--- config.mk ---
export PLATFORM = sky130hd
export DESIGN_NAME = batch_rr_switch
export DESIGN_NICKNAME = d
export VERILOG_FILES = /design/src/rtl/bsw_pkg.sv /design/src/rtl/bsw_batch_fifo.sv /design/src/rtl/bsw_arbiter.sv /design/src/rtl/bsw_rsp_route.sv /design/src/rtl/batch_rr_switch.sv
export SDC_FILE = /design/constraint.sdc
export NUM_CORES = 1
export LEC_CHECK = 0
export BUFFER_PORTS_ARGS = -buffer_cell sky130_fd_sc_hd__buf_2
export CAP_MARGIN = 20
export CORE_MARGIN = 2
export CORE_UTILIZATION = 35
export CTS_CLUSTER_SIZE = 10
export DETAILED_ROUTE_END_ITERATION = 16
export SLEW_MARGIN = 30
export SYNTH_ARGS = -nofsm -noshare
export SYNTH_HDL_FRONTEND = slang
export SYNTH_SLANG_ARGS = --single-unit
--- constraint.sdc ---
create_clock -name clk_i -period 3.7 [get_ports clk_i]
set_clock_uncertainty 0.1 [all_clocks]
set_input_delay 0.555 -clock clk_i [delete_from_list [all_inputs] [get_ports clk_i]]
set_output_delay 0.555 -clock clk_i [all_outputs]
set_load 0.1 [all_outputs]
--- src/rtl/bsw_pkg.sv ---
package bsw_pkg;
  typedef enum logic {ARB_PRIO = 1'b0, ARB_RR = 1'b1} arb_mode_e;

  // bits needed to carry a port index; 0 for a single port
  function automatic int idx_bits(input int n);
    return (n > 1) ? $clog2(n) : 0;
  endfunction
endpackage

--- src/rtl/bsw_batch_fifo.sv ---
module bsw_batch_fifo #(
  parameter int N      = 4,
  parameter int DATA_W = 8,
  parameter int TAG_W  = 4,
  parameter int DEPTH  = 4,
  parameter int PIDX_W = 2,
  parameter int FILL_W = 3
) (
  input  logic                clk_i,
  input  logic                rst_ni,
  input  logic                push_i,
  input  logic [N-1:0]        push_mask_i,
  input  logic [N*DATA_W-1:0] push_data_i,
  input  logic [N*TAG_W-1:0]  push_tag_i,
  input  logic                clr_i,
  input  logic [PIDX_W-1:0]   clr_idx_i,
  output logic [N-1:0]        head_mask_o,
  output logic [N*DATA_W-1:0] head_data_o,
  output logic [N*TAG_W-1:0]  head_tag_o,
  output logic                full_o,
  output logic [FILL_W-1:0]   fill_o
);
  localparam int AW = (DEPTH > 1) ? $clog2(DEPTH) : 1;

  logic [N*DATA_W-1:0] data_mem [DEPTH];
  logic [N*TAG_W-1:0]  tag_mem  [DEPTH];
  logic [N-1:0]        mask_mem [DEPTH];
  logic [AW-1:0]       wr_q, rd_q;
  logic [FILL_W-1:0]   fill_q;
  logic [N-1:0]        left_mask;
  logic                pop;

  function automatic logic [AW-1:0] ptr_inc(input logic [AW-1:0] p);
    return (p == AW'(DEPTH - 1)) ? '0 : p + AW'(1);
  endfunction

  assign head_mask_o = (fill_q != '0) ? mask_mem[rd_q] : '0;
  assign head_data_o = data_mem[rd_q];
  assign head_tag_o  = tag_mem[rd_q];
  assign full_o      = (fill_q == FILL_W'(DEPTH));
  assign fill_o      = fill_q;

  // mask that remains after the granted bit is retired
  assign left_mask = head_mask_o & ~(N'(1) << clr_idx_i);
  assign pop       = clr_i && (left_mask == '0);

  always_ff @(posedge clk_i) begin
    if (push_i) begin
      data_mem[wr_q] <= push_data_i;
      tag_mem[wr_q]  <= push_tag_i;
    end
  end

  always_ff @(posedge clk_i or negedge rst_ni) begin
    if (!rst_ni) begin
      wr_q   <= '0;
      rd_q   <= '0;
      fill_q <= '0;
      for (int i = 0; i < DEPTH; i++) mask_mem[i] <= '0;
    end else begin
      if (clr_i)  mask_mem[rd_q] <= left_mask;
      if (push_i) mask_mem[wr_q] <= push_mask_i;
      if (push_i) wr_q <= ptr_inc(wr_q);
      if (pop)    rd_q <= ptr_inc(rd_q);
      case ({push_i, pop})
        2'b10:   fill_q <= fill_q + FILL_W'(1);
        2'b01:   fill_q <= fill_q - FILL_W'(1);
        default: fill_q <= fill_q;
      endcase
    end
  end
endmodule

--- src/rtl/bsw_arbiter.sv ---
module bsw_arbiter #(
  parameter int                  N      = 4,
  parameter int                  PIDX_W = 2,
  parameter bsw_pkg::arb_mode_e  MODE   = bsw_pkg::ARB_RR
) (
  input  logic              clk_i,
  input  logic              rst_ni,
  input  logic [N-1:0]      mask_i,
  input  logic              adv_i,
  output logic              gnt_valid_o,
  output logic [PIDX_W-1:0] gnt_idx_o,
  output logic [PIDX_W-1:0] cursor_o
);
  // wrap-around scan starting at the cursor
  always_comb begin
    gnt_valid_o = 1'b0;
    gnt_idx_o   = '0;
    for (int i = 0; i < N; i++) begin
      automatic int j = (int'(cursor_o) + i) % N;
      if (!gnt_valid_o && mask_i[j]) begin
        gnt_valid_o = 1'b1;
        gnt_idx_o   = PIDX_W'(j);
      end
    end
  end

  if (MODE == bsw_pkg::ARB_RR) begin : g_rr
    logic [PIDX_W-1:0] cursor_q;
    always_ff @(posedge clk_i or negedge rst_ni) begin
      if (!rst_ni)    cursor_q <= '0;
      else if (adv_i) cursor_q <= (int'(gnt_idx_o) == N - 1) ? '0 : gnt_idx_o + PIDX_W'(1);
    end
    assign cursor_o = cursor_q;
  end else begin : g_prio
    assign cursor_o = '0;
  end
endmodule

--- src/rtl/bsw_rsp_route.sv ---
module bsw_rsp_route #(
  parameter int N      = 4,
  parameter int DATA_W = 8,
  parameter int TAG_W  = 4,
  parameter int SHIFT  = 2,
  parameter int PIDX_W = 2
) (
  input  logic                     clk_i,
  input  logic                     rst_ni,
  input  logic                     rsp_valid_i,
  input  logic [DATA_W-1:0]        rsp_data_i,
  input  logic [TAG_W+SHIFT-1:0]   rsp_tag_i,
  output logic [N-1:0]             rsp_valid_o,
  output logic [N*DATA_W-1:0]      rsp_data_o,
  output logic [N*TAG_W-1:0]       rsp_tag_o
);
  logic [PIDX_W-1:0] dst;
  logic [TAG_W-1:0]  tag_strip;
  logic [N-1:0]      valid_q;
  logic [DATA_W-1:0] data_q;
  logic [TAG_W-1:0]  tag_q;

  if (SHIFT > 0) begin : g_split
    assign dst       = rsp_tag_i[SHIFT-1:0];
    assign tag_strip = rsp_tag_i[TAG_W+SHIFT-1:SHIFT];
  end else begin : g_pass
    assign dst       = '0;
    assign tag_strip = rsp_tag_i;
  end

  always_ff @(posedge clk_i or negedge rst_ni) begin
    if (!rst_ni) valid_q <= '0;
    else         valid_q <= rsp_valid_i ? (N'(1) << dst) : '0;
  end

  always_ff @(posedge clk_i) begin
    if (rsp_valid_i) begin
      data_q <= rsp_data_i;
      tag_q  <= tag_strip;
    end
  end

  assign rsp_valid_o = valid_q;
  for (genvar p = 0; p < N; p++) begin : g_lane
    assign rsp_data_o[p*DATA_W +: DATA_W] = data_q;
    assign rsp_tag_o[p*TAG_W +: TAG_W]    = tag_q;
  end
endmodule

--- src/rtl/batch_rr_switch.sv ---
module batch_rr_switch #(
  parameter int                 N_PORTS  = 4,
  parameter int                 DATA_W   = 8,
  parameter int                 TAG_W    = 4,
  parameter int                 DEPTH    = 4,
  parameter bsw_pkg::arb_mode_e ARB_MODE = bsw_pkg::ARB_RR,
  parameter int                 SHIFT    = bsw_pkg::idx_bits(N_PORTS),
  parameter int                 OTAG_W   = TAG_W + SHIFT
) (
  input  logic                        clk_i,
  input  logic                        rst_ni,
  input  logic [N_PORTS-1:0]          req_valid_i,
  input  logic [N_PORTS*DATA_W-1:0]   req_data_i,
  input  logic [N_PORTS*TAG_W-1:0]    req_tag_i,
  output logic                        req_ready_o,
  output logic                        out_valid_o,
  input  logic                        out_ready_i,
  output logic [DATA_W-1:0]           out_data_o,
  output logic [OTAG_W-1:0]           out_tag_o,
  input  logic                        rsp_valid_i,
  input  logic [DATA_W-1:0]           rsp_data_i,
  input  logic [OTAG_W-1:0]           rsp_tag_i,
  output logic [N_PORTS-1:0]          rsp_valid_o,
  output logic [N_PORTS*DATA_W-1:0]   rsp_data_o,
  output logic [N_PORTS*TAG_W-1:0]    rsp_tag_o
);
  localparam int PIDX_W = (SHIFT > 0) ? SHIFT : 1;
  localparam int FILL_W = $clog2(DEPTH + 1);

  logic [N_PORTS-1:0]        head_mask;
  logic [N_PORTS*DATA_W-1:0] head_data;
  logic [N_PORTS*TAG_W-1:0]  head_tag;
  logic                      fifo_full;
  logic [FILL_W-1:0]         fill_w;
  logic                      gnt_valid;
  logic [PIDX_W-1:0]         gnt_idx_w;
  logic [PIDX_W-1:0]         cursor_w;
  logic                      push, fire;
  logic [TAG_W-1:0]          sel_tag;

  assign req_ready_o = !fifo_full;
  assign push        = (|req_valid_i) && !fifo_full;
  assign fire        = gnt_valid && out_ready_i;

  bsw_batch_fifo #(
    .N(N_PORTS), .DATA_W(DATA_W), .TAG_W(TAG_W), .DEPTH(DEPTH),
    .PIDX_W(PIDX_W), .FILL_W(FILL_W)
  ) u_fifo (
    .clk_i       (clk_i),
    .rst_ni      (rst_ni),
    .push_i      (push),
    .push_mask_i (req_valid_i),
    .push_data_i (req_data_i),
    .push_tag_i  (req_tag_i),
    .clr_i       (fire),
    .clr_idx_i   (gnt_idx_w),
    .head_mask_o (head_mask),
    .head_data_o (head_data),
    .head_tag_o  (head_tag),
    .full_o      (fifo_full),
    .fill_o      (fill_w)
  );

  bsw_arbiter #(.N(N_PORTS), .PIDX_W(PIDX_W), .MODE(ARB_MODE)) u_arb (
    .clk_i       (clk_i),
    .rst_ni      (rst_ni),
    .mask_i      (head_mask),
    .adv_i       (fire),
    .gnt_valid_o (gnt_valid),
    .gnt_idx_o   (gnt_idx_w),
    .cursor_o    (cursor_w)
  );

  assign out_valid_o = gnt_valid;
  assign out_data_o  = head_data[gnt_idx_w*DATA_W +: DATA_W];
  assign sel_tag     = head_tag[gnt_idx_w*TAG_W +: TAG_W];

  if (SHIFT > 0) begin : g_widen
    assign out_tag_o = {sel_tag, gnt_idx_w};
  end else begin : g_keep
    assign out_tag_o = sel_tag;
  end

  bsw_rsp_route #(
    .N(N_PORTS), .DATA_W(DATA_W), .TAG_W(TAG_W), .SHIFT(SHIFT), .PIDX_W(PIDX_W)
  ) u_rsp (
    .clk_i       (clk_i),
    .rst_ni      (rst_ni),
    .rsp_valid_i (rsp_valid_i),
    .rsp_data_i  (rsp_data_i),
    .rsp_tag_i   (rsp_tag_i),
    .rsp_valid_o (rsp_valid_o),
    .rsp_data_o  (rsp_data_o),
    .rsp_tag_o   (rsp_tag_o)
  );
endmodule

# ---- Word level (Yosys, flattened, before mapping)
# Memory sizes are Yosys's and may differ from the RTL's.
# Cells that the tools add are included.
dict set report totals {
  mem_bits_rw 192
  out_inout_bits 68
  in_bits 70
  elab_cells 103
  regBits 41
  mem_count 2
}
# name depth width read_ports rd_ports_with_merged_regs write_ports line
set memory_table {}
lappend memory_table {u_fifo.data_mem 4 32 1 0 1 bsw_batch_fifo.sv:25} ;# logic [N*DATA_W-1:0] data_mem [DEPTH];
lappend memory_table {u_fifo.tag_mem 4 16 1 0 1 bsw_batch_fifo.sv:26} ;# logic [N*TAG_W-1:0] tag_mem [DEPTH];
dict set report classes {
  n_shift 4
  reduce_logical 19
  n_eq_ne 6
  add_sub_neg 8
  n_lt_le_gt_ge 8
  bitwise_logic 7
  n_mux 38
}
# op n
set ops {}
lappend ops {{bitwise mux 16 bit} 2}
lappend ops {{two-way mux 16 bit} 2}
lappend ops {{indexed part select 32 x 6 -> 8 bit} 1}
lappend ops {{two-way mux 4 bit} 6}
lappend ops {{demux 4 bit (select 2 bit)} 2}
lappend ops {{indexed part select 16 x 5 -> 4 bit} 1}
lappend ops {{two-way mux 2 bit} 7}
lappend ops {{two-way mux 1 bit} 13}
lappend ops {{less-than comparator 3 x 4 -> 1 bit (second input constant)} 3}
lappend ops {{adder 2 x 1 -> 2 bit (second input constant)} 4}
lappend ops {{binary-select mux 1 bit (select 2 bit)} 4}
lappend ops {{binary-select mux 4 bit (select 2 bit)} 1}
lappend ops {{logical AND 1 bit} 8}
lappend ops {{left shift 1 x 2 -> 4 bit (first input constant)} 2}
lappend ops {{equality test 2 bit (second input constant)} 3}
lappend ops {{>= comparator 3 bit (second input constant)} 2}
lappend ops {{less-than comparator 3 x 1 -> 1 bit (second input constant)} 2}
lappend ops {{inverter 2 -> 3 bit} 2}
lappend ops {{one-hot mux 3 bit (2 select lines)} 1}
lappend ops {{OR reduction 2 bit} 3}
lappend ops {{adder 2 bit (second input constant)} 2}
lappend ops {{AND 4 bit} 1}
lappend ops {{equality test 2 x 1 -> 1 bit (second input constant)} 2}
lappend ops {{logical NOT 1 bit} 4}
lappend ops {{10 further kinds} 12}

# ---- Depth between registers and ports, before layout
# Gate-level depths: netlist of the first run.
dict set report depth {
  depth_word 24
  depth_mapped 18
  depth_no_buf 16
}

# ---- Hierarchy
# A second synthesis of the first run with hierarchy kept.
dict set report unflattened {
  cells_unflattened 477
  hier_area_um2 9550.4
}
# mod n_inst cells_each seq_area_each_um2 area_per_inst_um2
set by_module_without_submodules {}
lappend by_module_without_submodules {bsw_batch_fifo 1 386 6341.1 8299.2}
lappend by_module_without_submodules {bsw_rsp_route 1 56 460.4 768.2}
lappend by_module_without_submodules {batch_rr_switch 1 18 0.0 314.1}
lappend by_module_without_submodules {bsw_arbiter 1 17 50.0 168.9}

# ---- Least setup slack after synthesis of the first run
# No wires, ideal clock.
dict set report synth_path {
  path_kind {reg2out}
  startpoint {register u_fifo.rd_q[1]}
  endpoint {output port out_data_o[2]}
  arrival_ps 4489
  path_stages_with_launch 10
  n_path_buf 2
  path_slack_ps -1444
  t_required_ps 3045
  cell_sequence {dfrtp_1 -> buf_2 -> mux2_2 -> a221o_1 -> a21oi_1 -> and3_1 -> inv_2 -> buf_2 -> mux2i_1 -> mux2i_1}
}
dict set report synth_between {
  elab_chain_cells 18
  elab_cells_between_ends 31
  cone_classes {shift (1); mux (22); bitwise (1); reduce/logical (6); memory (1)}
}
# element line
set synth_lines {}
lappend synth_lines {{from (decl)} bsw_batch_fifo.sv:28} ;# logic [AW-1:0] wr_q, rd_q;
lappend synth_lines {{from (signal assigned)} bsw_batch_fifo.sv:64} ;# if (pop) rd_q <= ptr_inc(rd_q);
lappend synth_lines {{inverter 2 -> 3 bit (not written as such) *} bsw_batch_fifo.sv:37} ;# assign head_mask_o = (fill_q != '0) ? mask_mem[rd_q] : '0;
lappend synth_lines {{binary-select mux 4 bit (select 2 bit) *} bsw_batch_fifo.sv:37}
lappend synth_lines {{two-way mux 4 bit (not written as such) * (2 in series)} bsw_batch_fifo.sv:37}
lappend synth_lines {{two-way mux 4 bit *} bsw_batch_fifo.sv:37}
lappend synth_lines {{binary-select mux 1 bit (select 2 bit)} bsw_arbiter.sv:20} ;# if (!gnt_valid_o && mask_i[j]) begin
lappend synth_lines {{two-way mux 1 bit (not written as such)} bsw_arbiter.sv:20}
lappend synth_lines {{two-way mux 1 bit} bsw_arbiter.sv:20}
lappend synth_lines {{logical NOT 1 bit} bsw_arbiter.sv:20}
lappend synth_lines {{(+2 left out)} -}
lappend synth_lines {{logical NOT 1 bit} bsw_arbiter.sv:20}
lappend synth_lines {{logical AND 1 bit} bsw_arbiter.sv:20}
lappend synth_lines {{two-way mux 1 bit} bsw_arbiter.sv:20}
lappend synth_lines {{logical NOT 1 bit} bsw_arbiter.sv:20}
lappend synth_lines {{logical AND 1 bit} bsw_arbiter.sv:20}
lappend synth_lines {{two-way mux 2 bit *} bsw_arbiter.sv:20}
lappend synth_lines {{named net out_tag_o[1]} batch_rr_switch.sv:19} ;# output logic [OTAG_W-1:0] out_tag_o,
lappend synth_lines {{indexed part select 32 x 6 -> 8 bit *} batch_rr_switch.sv:75} ;# assign out_data_o = head_data[gnt_idx_w*DATA_W +: DATA_W];
lappend synth_lines {{to (decl)} batch_rr_switch.sv:18} ;# output logic [DATA_W-1:0] out_data_o,
# Mark *: on every way through the listed nets, which the timed path passes. The rest lies on a longest branch. The select of a mux whose other input is x is not followed.

# ---- Worst setup path after layout of the first run
dict set report layout_path {
  startpoint {register u_fifo.rd_q[0]}
  endpoint {output port out_data_o[7]}
}
dict set report layout_between {
  elab_chain_cells 18
  elab_cells_between_ends 31
  cone_classes {shift (1); mux (22); bitwise (1); reduce/logical (6); memory (1)}
}
# element line
set layout_lines {}
lappend layout_lines {{inverter 2 -> 3 bit (not written as such)} bsw_batch_fifo.sv:37}
lappend layout_lines {{binary-select mux 4 bit (select 2 bit)} bsw_batch_fifo.sv:37}
lappend layout_lines {{two-way mux 4 bit (not written as such) (2 in series)} bsw_batch_fifo.sv:37}
lappend layout_lines {{two-way mux 4 bit} bsw_batch_fifo.sv:37}
lappend layout_lines {{binary-select mux 1 bit (select 2 bit)} bsw_arbiter.sv:20}
lappend layout_lines {{two-way mux 1 bit (not written as such)} bsw_arbiter.sv:20}
lappend layout_lines {{two-way mux 1 bit} bsw_arbiter.sv:20}
lappend layout_lines {{logical NOT 1 bit} bsw_arbiter.sv:20}
lappend layout_lines {{logical AND 1 bit} bsw_arbiter.sv:20}
lappend layout_lines {{two-way mux 1 bit} bsw_arbiter.sv:20}
lappend layout_lines {{logical NOT 1 bit} bsw_arbiter.sv:20}
lappend layout_lines {{logical AND 1 bit} bsw_arbiter.sv:20}
lappend layout_lines {{two-way mux 1 bit} bsw_arbiter.sv:20}
lappend layout_lines {{logical NOT 1 bit} bsw_arbiter.sv:20}
lappend layout_lines {{logical AND 1 bit} bsw_arbiter.sv:20}
lappend layout_lines {{two-way mux 2 bit} bsw_arbiter.sv:20}
lappend layout_lines {{indexed part select 32 x 6 -> 8 bit *} batch_rr_switch.sv:75}
# Mark *: on every way between the ends. The rest lies on a longest branch, timed or not. The select of a mux whose other input is x is not followed.

==> run summary, run 1 <==
DP Cell Count -> 1007
min-delay worst type -> primary input to flip-flop
vias in the first global route -> 5570
Finished Layout Cells -> 1060
final wirelength -> 20800 um
WL/cell -> 19.7 um
grt peak-use layer -> met2
cts bufs inserted -> 28
DRT iter0 DRCs -> 198
Std-Cell Core Area -> 27700 um2
root buffer cell -> clkbuf_16
Top delay family on crit path -> multiplexers
actual slew at the worst max-slew pin -> 0.749 ns
first-pass GRT wire length -> 31800 um
Initial Utilization -> 35.5%
syn_nets -> 609
area post-placement -> 11300 um2
row cnt -> 61
M2 GR Usage -> 25.9%
Slowest cell on crit path -> mux4_2
clock-pin slew on the worst setup and hold paths -> 0.06 ns
CP arrival -> 2.98 ns
status -> finished clean
syn_area_per_cell -> 18.7 um2
number of fill cells -> 2395
vias after detailed routing -> 5159
Worst Path Buf+Inv -> 3
met3 GRT Util -> 4.53%
Placer Congestion -> 0.821
Crit. End Element -> output port
Distinct cells, synth -> 40
sequential share of the synthesized area -> 69.6%
Worst path max stage delay -> 0.54 ns
crit-path cells -> mux4_2 > a221o_1 > a21oi_2 > and3_4 > inv_8 > buf_12 > mux2i_4 > mux2i_4 > buf_12
EDFF count, synth -> 204
Pins Over Slew Limit -> 0
dpl hpwl -> 13000 um
flop-to-flop setup slack -> 0.13 ns
Slew headroom -> 50.1%
io pins -> 138
met1 GRT Util -> 16.9%
fmax -> 275 MHz
mapped cell area -> 9840 um2
Worst Path Required -> 3.04 ns
Synth-to-Final Area Change -> 25.4%
Die H -> 172 um
post-layout min period -> 3.64 ns
H-tree depth -> 1
gr ovfl total -> 0
Final Hold Viols -> 0
asr flop ratio synth -> 12.4%
Post-route DRC -> 0
post-synthesis register bit count -> 233
element type at the critical path start -> flip-flop
Die Span X -> 172 um
1st-pass router iterations -> 6
Mapped Cells -> 525
GRT Util Overall -> 14.4%
antenna violations before repair -> 7
largest net degree at the start of global routing -> 52
CTS tree -> built
vias per cell -> 4.87
Clk Latency, worst-skew pair -> 0.52 ns
share of cells above drive strength 1 -> 46.1%
CTS Buffer Depth -> 3
critical path type -> flip-flop to output port
number of max-cap violations -> 0
synth warn -> 0
RSZ-0062 raised after global routing -> true
port buffer count -> 137
CP Max Fanout -> 6
DRT antenna net count -> 0
fin area -> 12300 um2
clk sinks -> 233
final setup violation count -> 0
Main synth FF type -> edfxtp_1
layout net count -> 754
final worst path period share -> 98.3%
Total Die Area -> 29500 um2
## sequential cells by signal (all words and copies together) (netlist names)
name	cells
u_fifo.tag_mem	64
u_arb.cursor_o	2
u_fifo.data_mem	128
u_fifo.mask_mem	16
u_fifo.wr_q	2
u_rsp.rsp_valid_o	4
u_fifo.rd_q	2
u_rsp.data_q	8
u_fifo.fill_o	3
u_rsp.tag_q	4
## path summary, 6_finish.rpt
kind,start,end,cells after the start
max in group asynchronous,rst_ni,u_fifo.rd_q[0]$_DFFE_PN0N_,2
min in group asynchronous,rst_ni,u_fifo.mask_mem[4]$_DFF_PN0_,2
worst max-delay path,u_fifo.rd_q[0]$_DFFE_PN0N_,out_data_o[7],9
worst min register to register,u_fifo.fill_o[2]$_DFFE_PN0P_,u_fifo.fill_o[2]$_DFFE_PN0P_,1
worst max register to register,u_fifo.rd_q[0]$_DFFE_PN0N_,u_fifo.fill_o[2]$_DFFE_PN0P_,16
worst min-delay path,rsp_tag_i[2],u_rsp.tag_q[0]$_DFFE_PP_,1
## per-stage QoR
step	setup slack, ns	utilization, %	hold WS [ns]	TNS [ns]
final	0.0613	44.6	0.103	0
after global routing	-0.0224	44.5	0.0827	-0.0699
after CTS	0.00311	44.4	0.0816	0
after detailed placement	0.104	40.8	0.462	0
after global placement	0.197	40.8	0.419	0
after floorplan	-0.272	-	0.159	-0.484
## area by class of cell
cell class | count | area [um2] | area share (%)
inverter | 16 | 71.3 | 0.578
clock inverter | 6 | 51.3 | 0.415
clock buffer | 33 | 719 | 5.83
antenna | 3 | 7.51 | 0.0608
tap | 378 | 473 | 3.83
multi-input combinational | 224 | 2920 | 23.6
timing repair buffer | 167 | 1250 | 10.1
sequential | 233 | 6860 | 55.5
## timing repair
| item | in CTS | in global routing |
|---|---|---|
| buffers inserted | 7 | 1 |
| setup endpoints to repair | 12 | 13 |
| hold buffers | 1 | 0 |
| pin swaps | 2 | 3 |
| gates cloned | 2 | 0 |
| gates resized for setup | 28 | 10 |
| endpoints found under the hold margin | 29 | 0 |
## cells by family after synthesis
| family | count (synthesis) | synth area share [%] |
|---|---|---|
| buffers and inverters | 68 | 4.27 |
| flip-flops | 233 | 69.6 |
| XOR/XNOR | 3 | 0.267 |
| AND/OR/NAND/NOR | 65 | 3.79 |
| AO/OA/AOI/OAI | 29 | 1.70 |
| adder cells (fa/ha/maj) | 14 | 1.86 |
| multiplexers | 113 | 18.5 |
## placed cells by master (no fill, tap or decap), types with 17 or more instances in the layout
cell | synthesis | routed
edfxtp_1 | 204 | 204
mux4_2 | 51 | 53
mux2i_1 | 56 | 28
buf_12 | 1 | 20
clkbuf_16 | 0 | 28
dfrtp_1 | 29 | 27
buf_4 | 38 | 19
a21oi_1 | 18 | 17
buf_2 | 5 | 123
nor2_1 | 24 | 23
## synth_stat cells (3+ instances only)
master    number  area (um2)
inv_2          3        11.3
buf_4         38         285
inv_1         13        48.8
dfrtp_1       29         726
nor2_1        24        90.1
nand2_8        4        80.1
and2_1         4        25.0
buf_2          5        25.0
or3_1          3        18.8
mux2i_1       56         561
a21oi_1       18        90.1
ha_1          13         163
nand2_1       12        45.0
mux4_1         3        78.8
buf_1          3        11.3
clkbuf_1       5        18.8
nand3_1        6        30.0
edfxtp_1     204        6130
o21ai_1        5        25.0
mux4_2        51        1150
## layer usage
layer  vias up  part of all wire (%)
li1       2320                     -
met1      2621                    39
met2       171                    52
met3        41                   7.2
met4         6                   1.6
met5         -                  0.19
Power of run 1 is not shown: default switching activity piles up to over one toggle a cycle in this logic, so the estimate is an artifact.
==> inputs of run 2 (changes only) <==
--- a/config.mk
+++ b/config.mk
@@ -9,9 +9,10 @@
 export CAP_MARGIN = 20
 export CORE_MARGIN = 2
 export CORE_UTILIZATION = 35
-export CTS_CLUSTER_SIZE = 10
+export CTS_CLUSTER_SIZE = 30
 export DETAILED_ROUTE_END_ITERATION = 16
 export SLEW_MARGIN = 30
 export SYNTH_ARGS = -nofsm -noshare
 export SYNTH_HDL_FRONTEND = slang
+export SYNTH_HIERARCHICAL = 1
 export SYNTH_SLANG_ARGS = --single-unit
==> constraint.sdc (replaced) <==
create_clock -name clk_i -period 3.7 [get_ports clk_i]
set_clock_uncertainty 0.1 [all_clocks]
set_input_delay 0.555 -clock clk_i [delete_from_list [all_inputs] [get_ports clk_i]]
set_output_delay 0.555 -clock clk_i [all_outputs]
set_load 0.005 [all_outputs]
==> run 2 against run 1 <==
First-iteration DRC count is 90% higher; die area down 2.9%; core utilization decreased by 2.0 points; flip-flop and latch count did not move; critical endpoint is now out_tag_o[4]; cell area is 7.3% lower; synthesized cell count fell by 9.1%; global-route usage down 1.0 points; the flow now finishes with violations (setup timing).
==> run summary, run 2 <==
asr flop ratio synth -> 12.4%
H-tree depth -> 1
dpl hpwl -> 11500 um
vias in the first global route -> 5119
critical path type -> flip-flop to output port
synth warn -> 6
clk sinks -> 233
row cnt -> 60
setup TNS -> -1.47 ns
Mapped Cells -> 477
largest net degree at the start of global routing -> 57
final wirelength -> 19100 um
max reg flops -> 128
port buffer count -> 137
CP Max Fanout -> 9
Crit. End Element -> output port
synth cell count leaders -> edfxtp_1, mux4_2, buf_4, dfrtp_1, nand2_1
post-layout min period -> 3.83 ns
gr ovfl total -> 0
element type at the critical path start -> flip-flop
number of max-cap violations -> 0
Clk Latency, worst-skew pair -> 0.54 ns
DP Cell Count -> 915
final worst path period share -> 104%
root buffer cell -> clkbuf_16
vias after detailed routing -> 4843
Finished Layout Cells -> 973
Final Hold Viols -> 0
fin area -> 11400 um2
syn_area_per_cell -> 20.0 um2
Die H -> 169 um
Worst VDD drop -> 0.000632 V
R2R depth -> 14
layout net count -> 693
count leader, synth -> edfxtp_1
clock-pin slew on the worst setup and hold paths -> 0.06 ns
final setup violation count -> 13
mapped cell area -> 9550 um2
Post-route DRC -> 0
GRT Util Overall -> 13.4%
status -> complete, but fails checks
cell type with the largest total area after synthesis -> edfxtp_1
PnR worst setup slack -> -0.133 ns
CTS tree -> built
Placer Congestion -> 0.799
hold path depth -> 1
register area -> 6860 um2
area of the multi-input gates -> 2340 um2
leakage -> 0.00426 uW
dpl ws -> -0.0544 ns
number of fill cells -> 2358
actual slew at the worst max-slew pin -> 0.766 ns
io pins -> 138
min-delay src -> rsp_data_i[5]
post-synth top area share -> 64.1%
cts bufs inserted -> 26
Total Die Area -> 28600 um2
Std-Cell Core Area -> 26900 um2
post-synthesis register bit count -> 233
Power Density -> 996 nW/um2
CP arrival -> 3.18 ns
most common cell after layout, fill and taps aside -> edfxtp_1
WL/cell -> 19.6 um
first-pass GRT wire length -> 29400 um
EDFF count, synth -> 204
Distinct cells, synth -> 39
share of cells above drive strength 1 -> 44.8%
Initial Utilization -> 35.5%
hold endpoint -> u_rsp/data_q[5]$_DFFE_PP_
flop-to-flop setup slack -> -0.08 ns
CTS Buffer Depth -> 3
area post-placement -> 10500 um2
synth top area cells -> edfxtp_1, mux4_2, dfrtp_1, buf_4, mux2i_1
Worst Path Required -> 3.04 ns
Synth-to-Final Area Change -> 19.8%
antenna violations before repair -> 3
Reg2Reg Launch Point -> u_fifo/rd_q[0]$_DFFE_PN0P_
Slew headroom -> 48.9%
commonest cells after routing, fill and taps aside -> edfxtp_1, buf_2, mux4_2, dfrtp_1, clkbuf_16
DRT iter0 DRCs -> 377
Top Registers -> u_fifo/data_mem x128, u_fifo/tag_mem x64, u_fifo/mask_mem x16
Pins Over Slew Limit -> 0
vias per cell -> 4.98
RSZ-0062 raised after global routing -> true
fmax -> 261 MHz
sequential share of the synthesized area -> 71.7%
1st-pass router iterations -> 4
Biggest register -> u_fifo/data_mem
syn_nets -> 558
Die Span X -> 169 um
DRT antenna net count -> 0
failing checks -> setup timing
post-layout util -> 42.6%
Main synth FF type -> edfxtp_1
RR Endpoint -> u_fifo/fill_o[2]$_DFFE_PN0P_
min-delay worst type -> primary input to flip-flop
[run 2: cell types whose count changed after synthesis, sizes merged, moves of 5 or more]
cell / before / now
mux4: 54 / 64
nor2: 24 / 3
and2: 4 / 9
nand2: 16 / 22
nand3: 6 / 0
mux2i: 56 / 18
a21oi: 18 / 2
o21ai: 6 / 19
[run 2: kinds of logic after synthesis]
group | Yosys count | synth area share [%]
muxes | 85 | 17.4
xor gates and xnor gates | 3 | 0.275
adders and majority gates | 11 | 1.52
AOI/OAI and AO/OA | 27 | 1.70
and+or+nand+nor | 51 | 3.08
buffers and inverters | 67 | 4.27
DFF | 233 | 71.7
[run 2: area by class of cell]
cell class / instances / area share [%]
sequential: 233 / 59.9
multi-input combinational: 177 / 20.5
timing repair buffer: 162 / 8.22
clock buffer: 29 / 5.78
tap: 341 / 3.73
clock inverter: 18 / 1.45
inverter: 12 / 0.394
antenna: 1 / 0.0219
[run 2: worst max-delay path by stage]
stage                                       startpoint                           end  slack, ns  cells past startpoint
after floorplan             u_fifo/rd_q[0]$_DFFE_PN0P_  u_fifo/fill_o[2]$_DFFE_PN0P_       0.01                     14
after global routing        u_fifo/rd_q[0]$_DFFE_PN0P_                 out_data_o[0]      -0.24                      7
final                     u_fifo/fill_o[2]$_DFFE_PN0P_                  out_tag_o[4]      -0.13                      7
after CTS                   u_fifo/rd_q[0]$_DFFE_PN0P_                  out_tag_o[4]      -0.13                      7
after global placement      u_fifo/rd_q[0]$_DFFE_PN0P_  u_fifo/fill_o[2]$_DFFE_PN0P_       0.13                     14
after detailed placement    u_fifo/rd_q[0]$_DFFE_PN0P_  u_fifo/fill_o[2]$_DFFE_PN0P_      -0.05                     14
[run 2: routing by layer]
metal | up-vias | track usage, % | wire (um)
met3 | 44 | 3.19 | 1070
met4 | 4 | 3.86 | 495
met1 | 2494 | 17.0 | 8130
met5 | - | 0 | 27
li1 | 2143 | - | -
met2 | 158 | 23.0 | 9390
[run 2: stage by stage]
stage          total power, uW  hold WS (ns)
5_1_grt                  12000        0.0812
3_3_place_gp              8600         0.366
2_1_floorplan             7120         0.159
4_1_cts                  11400        0.0742
6_report                 11400        0.0990
3_5_place_dp              8760         0.383
[run 2: critical path, stage by stage (launching register included)]
cell and delay (ns):
dfrtp_1 0.40, or3_1 0.55, and2_4 0.23, a21bo_1 0.20, a221oi_4 0.36, buf_6 0.21
mux4_2 0.53, buf_2 0.15
[run 2: repair_timing]
item	in CTS	in global routing
endpoints found under the hold margin	29	0
pin swaps	7	6
gates resized for setup	8	6
hold buffers	1	0
buffers inserted	5	4
endpoints found under the setup margin	13	14
[run 2: where the power goes]
part	switching [uW]	internal, uW
Clock	1010	1430
Combinational	2460	2370
Sequential	248	3870
Total	3720	7670
No activity file was read; power rests on OpenSTA's default activity.
